**config.mk**
```make
export PLATFORM = sky130hd
export DESIGN_NAME = tvec_master
export DESIGN_NICKNAME = d
export VERILOG_FILES = /design/src/rtl/tvec_master.sv
export SDC_FILE = /design/constraint.sdc
export NUM_CORES = 1
export LEC_CHECK = 0
export BUFFER_PORTS_ARGS = -buffer_cell sky130_fd_sc_hd__buf_2
export CORE_MARGIN = 10
export CORE_UTILIZATION = 30
export CTS_BUF_LIST = sky130_fd_sc_hd__clkbuf_16
export CTS_CLUSTER_SIZE = 20
export DETAILED_ROUTE_END_ITERATION = 8
export RECOVER_POWER = 50
export SLEW_MARGIN = 20
export SYNTH_ARGS = -nofsm -noshare
export SYNTH_HDL_FRONTEND = slang
export SYNTH_SLANG_ARGS = --single-unit
```
**constraint.sdc**
```tcl
create_clock -name clk -period 1.81 [get_ports clk]
set_clock_uncertainty 0.15 [all_clocks]
set_input_delay 0.0905 -clock clk [delete_from_list [all_inputs] [get_ports clk]]
set_output_delay 0.0905 -clock clk [all_outputs]
set_load 0.005 [all_outputs]
```
**src/rtl/tvec_master.sv**
```systemverilog
module tvec_master #(
  parameter int AW = 32,
  parameter int DW = 32
) (
  input  logic          clk,
  input  logic          rst_n,
  input  logic [1:0]    vec_code,
  output logic          vec_ready,
  input  logic [DW-1:0] tdat_i,
  output logic [DW-1:0] tdat_o,
  output logic          tdat_oe,
  output logic [AW-1:0] bus_addr,
  output logic          bus_seq,
  output logic          bus_wr,
  output logic [DW-1:0] bus_wdata,
  input  logic [DW-1:0] bus_rdata,
  input  logic          bus_ready,
  output logic          test_done
);

  typedef enum logic [2:0] {K_NONE, K_LOAD, K_TURN, K_WR, K_RD, K_END} kind_t;

  kind_t         cur_q;
  kind_t         nxt_kind;
  logic [AW-1:0] addr_q;
  logic [DW-1:0] hold_q, rd_q;
  logic          wait_q, oe_q, done_q, stall_q;
  logic          xfer_on, advance, prev_rw, prev_11;

  assign xfer_on = (cur_q != K_NONE);
  assign advance = !xfer_on || bus_ready;
  assign prev_rw = (cur_q == K_WR) || (cur_q == K_RD);
  assign prev_11 = (cur_q == K_LOAD) || (cur_q == K_TURN);

  always_comb begin
    nxt_kind = K_NONE;
    if (!done_q) begin
      unique case (vec_code)
        2'b11:   nxt_kind = prev_rw ? K_TURN : K_LOAD;
        2'b10:   nxt_kind = K_WR;
        2'b01:   nxt_kind = K_RD;
        default: nxt_kind = prev_11 ? K_END : K_NONE;
      endcase
    end
  end

  always_ff @(posedge clk or negedge rst_n) begin
    if (!rst_n) begin
      cur_q  <= K_NONE;
      addr_q <= '0;
      hold_q <= '0;
      rd_q   <= '0;
      wait_q <= 1'b0;
      oe_q   <= 1'b0;
      done_q <= 1'b0;
    end else begin
      wait_q <= xfer_on && !bus_ready;
      if (xfer_on && !bus_ready && !wait_q) hold_q <= tdat_i;
      if (cur_q == K_LOAD && bus_ready) addr_q <= bus_wdata[AW-1:0];
      if (cur_q == K_RD && bus_ready) rd_q <= bus_rdata;
      oe_q <= (cur_q == K_RD) && bus_ready;
      if (advance) begin
        cur_q <= nxt_kind;
        if (nxt_kind == K_END) done_q <= 1'b1;
      end
    end
  end

  always_ff @(negedge clk or negedge rst_n) begin
    if (!rst_n) stall_q <= 1'b0;
    else        stall_q <= xfer_on && !bus_ready;
  end

  assign vec_ready = !stall_q;
  assign bus_addr  = addr_q;
  assign bus_seq   = (cur_q == K_WR) || (cur_q == K_RD);
  assign bus_wr    = (cur_q == K_WR);
  assign bus_wdata = wait_q ? hold_q : tdat_i;
  assign tdat_o    = rd_q;
  assign tdat_oe   = oe_q;
  assign test_done = done_q;

endmodule


```
## Yosys cells after proc, flatten, opt, wreduce, memory -nomap -nowiden

Cells that the tools add are included.

- Add/sub/neg operators: 0
- $mul: 0
- Divide/modulo/power cells: 0
- Order comparisons: 0
- Eq/ne operators: 8
- Shift-type cells: 0
- Mux-type cells: 5
- Bitwise gates (word level): 0
- Reductions and logical operators: 13

Operators by type and width:

| cell | number |
|---|---|
| two-way mux 32 bit | 1 |
| case mux 3 bit (3 select lines) | 1 |
| == test 3 x 2 -> 1 bit, second input constant | 2 |
| == test 3 bit, second input constant | 2 |
| two-way mux 3 bit | 2 |
| == test 2 bit, second input constant | 2 |
| logical AND 1 bit | 4 |
| zero test 1 bit | 4 |
| == test 3 x 1 -> 1 bit, second input constant | 1 |
| logical OR 1 bit | 3 |
| nonzero test 3 bit | 1 |
| == test 2 x 1 -> 1 bit, second input constant | 1 |
| two-way mux 2 bit | 1 |
| AND reduction 2 bit | 1 |

- Bits in registers: 103
- Latch bits: 0
- Bits in writable memories: 0
- Memory bits (read-only): 0
- Word-level logic and storage cells: 34
- Memories: 0

## Longest topological paths before layout

- Depth in word-level cells: 7
- Mapped depth: 6

==> results_dict.tcl <==
set metrics [dict create \
    clk_pin_slew_worst_paths_ps 70 \
    worstSetupStartpointType "register" \
    clock_sinks 103 \
    via_count 3328 \
    yosys.area.top_type "dfrtp_1" \
    cts.path.max_buffers 2 \
    ioPinCount 170 \
    fp.coreArea_sq_um 15300 \
    slew_violations 0 \
    ys_types 35 \
    seqCellArea_sq_um 2580 \
    power_density_nw_per_um2 1630 \
    fp.dieArea_sq_um 21000 \
    total_power_mw 11.5 \
    p_clk_share_pct 17.6 \
    slew_headroom_pct 23.7 \
    n_fill_cell 1382 \
    grt_max_degree 57 \
    remaining_drc_errors 0 \
    p_comb_share_pct 46.4 \
    synth_top_family_by_area "multiplexers" \
    htreeDepth 3 \
    syn_area_sq_um 4680 \
    hold_violations 0 \
    io_buffers 169 \
    area_growth_pct 51.0 \
    p_sw_mw 3.48 \
    firstDrtPassIters 4 \
    async_flop_share_pct 100 \
    yosys_warnings 0 \
    multiInputGateArea_sq_um 1990 \
    layout_common_cells "buf_2, dfrtp_1, mux2_4" \
    wl_met3_um 983 \
    hpwl_um 8850 \
    ant_nets 0 \
    synth-simple-area-share_pct 2.78 \
    yosys.area_share.xor_xnor_pct 0.187 \
    syn_inst 282 \
    wl_per_cell_um 17.8 \
    antenna_found_initial 0 \
    grt_pass1_wl_um 20100 \
    critical_path_required_ps 1570 \
    violations "setup timing" \
    setup_viol 22 \
    worst-slew-pin-transition_ps 1150 \
    muxShareOfSynthArea_pct 35.6 \
    crit_fanout 1 \
    drt_iter0_markers 77 \
    cts_buffers 9 \
    row_count 45 \
    diodes 0 \
    yosysSeqAreaShare_pct 55.1 \
    grt_util_all_layers_pct 12.3 \
    hold_path_class "register to register" \
    fin_ws_ps -252 \
    synth_edf_count 0 \
    drt-met1-wl_um 5620 \
    cts_tree "yes" \
    chipWidth_um 145 \
    fin_util_pct 46.3 \
    arrival_ps 1820 \
    outcome "finished, violations left" \
    highest_layer "met4" \
    synthFlopType "dfrtp_1" \
    crit_type "register to output pin" \
    layout.nets 614 \
    synth_fa_ha_area_share_pct 0 \
    yosys-top-cells-area "dfrtp_1, mux2_4, mux2_2" \
    start_util_pct 30.7 \
    ys_ff_latch 103 \
    grt-ovfl-total 0 \
    clock_latency_ps 340 \
    gp_congestion 0.771 \
    grt_pass1_vias 3735 \
    yosys.area.top_type_share_pct 54.6 \
    synth_compound_area_share_pct 2.03 \
    grt_setup_unrepaired "true" \
    wl_um 13500 \
    syn-num-nets 351 \
    wl_met2_um 6740 \
    layout-drive-gt1-share_pct 52.1 \
    p_leak_nw 3.30 \
    final_common_cell "buf_2" \
    cap_viol_max_count 0 \
    setup_tns_ps -1420 \
    die_h_um 145 \
    endpoint_kind "output pin" \
    seqPwrFrac_pct 36.1 \
    postSynthAreaPerCell_sq_um 16.6 \
    cts_root_buf "clkbuf_16" \
    via_per_inst 4.38 \
    irDropWorstVdd_mv 0.575 \
    switching_share_pct 30.3 \
    internal_power_mw 8.00 \
]
[per-stage QoR]
step | setup slack, ps | area [sq um] | cells | hold WS, ps
after floorplan | -94.1 | 4680 | 282 | -355
after detailed placement | -65.2 | 5800 | 664 | 161
after global placement | -72.7 | 5800 | 664 | 161
after global routing | -307 | 7060 | 760 | 355
final | -252 | 7060 | 760 | 353
after CTS | -289 | 6860 | 751 | 335
[worst paths after layout]
| kind | end | from | cells after the start | slack (ps) |
|---|---|---|---|---|
| worst max-delay path | vec_ready | stall_q | 2 | -250 |
| worst min-delay path | bus_addr[16] | bus_addr[16] | 1 | 350 |
| worst max register to register | stall_q | cur_q[1] | 2 | -130 |
| worst min register to register | bus_addr[16] | bus_addr[16] | 1 | 350 |
| max in group asynchronous | cur_q[1] | rst_n | 3 | 110 |
| min in group asynchronous | bus_addr[23] | rst_n | 3 | 600 |
[cells in the mapped netlist, types with 2 or more instances]
library cell,instances
buf_6,2
buf_4,3
buf_12,6
mux2_1,5
nand2_1,4
inv_1,3
buf_2,3
nor2_1,5
mux2_2,64
nand2b_1,2
mux2_4,59
o21ai_0,2
dfrtp_1,102
[repair_timing]
action | 4_1_cts | 5_1_grt
endpoints found under the setup margin | 29 | 85
cloned | 1 | 6
setup buffers | 3 | 5
hold buffers | 68 | 0
pin swaps | 3 | 3
hold endpoints to repair | 197 | 0
resized for setup | 8 | 29
[sequential cells by signal (all words and copies together), names as in the netlist]
register and flops:
hold_q 32, bus_addr 32, stall_q 1, cur_q 3, wait_q 1, tdat_o 32, test_done 1, tdat_oe 1
[layer usage]
metal	vias up	track usage, %
li1	1532	-
met5	-	0
met4	0	4.15
met1	1676	14.5
met3	12	4.01
met2	108	20.6
[critical path, cell delays in order, from the launching register on]
cell     delay (ps)
dfrtn_1         420
inv_2            50
buf_6           110
[cells by family after synthesis]
group / after synthesis
AOI/OAI and AO/OA: 11
xor gates and xnor gates: 1
buffers and inverters: 20
DFF: 103
muxes: 128
and+or+nand+nor: 19
[power by group through the flow]
stage / combinational [mW] / sequential [mW] / clock (mW)
6_report: 5.32 / 4.14 / 2.02
3_5_place_dp: 4.86 / 4.11 / 0
5_1_grt: 5.75 / 4.30 / 2.18
2_1_floorplan: 3.09 / 4.09 / 0
3_3_place_gp: 4.77 / 4.06 / 0
4_1_cts: 5.10 / 4.09 / 2.10
[area by class of cell]
class	instances	area share [%]
Tap cell	211	3.74
Multi-Input combinational cell	159	28.2
Clock buffer	9	3.19
Clock inverter	6	1.10
Sequential cell	103	36.5
Inverter	4	0.213
Timing Repair Buffer	268	27.1
Note: power is estimated with default switching activity, not from simulation.
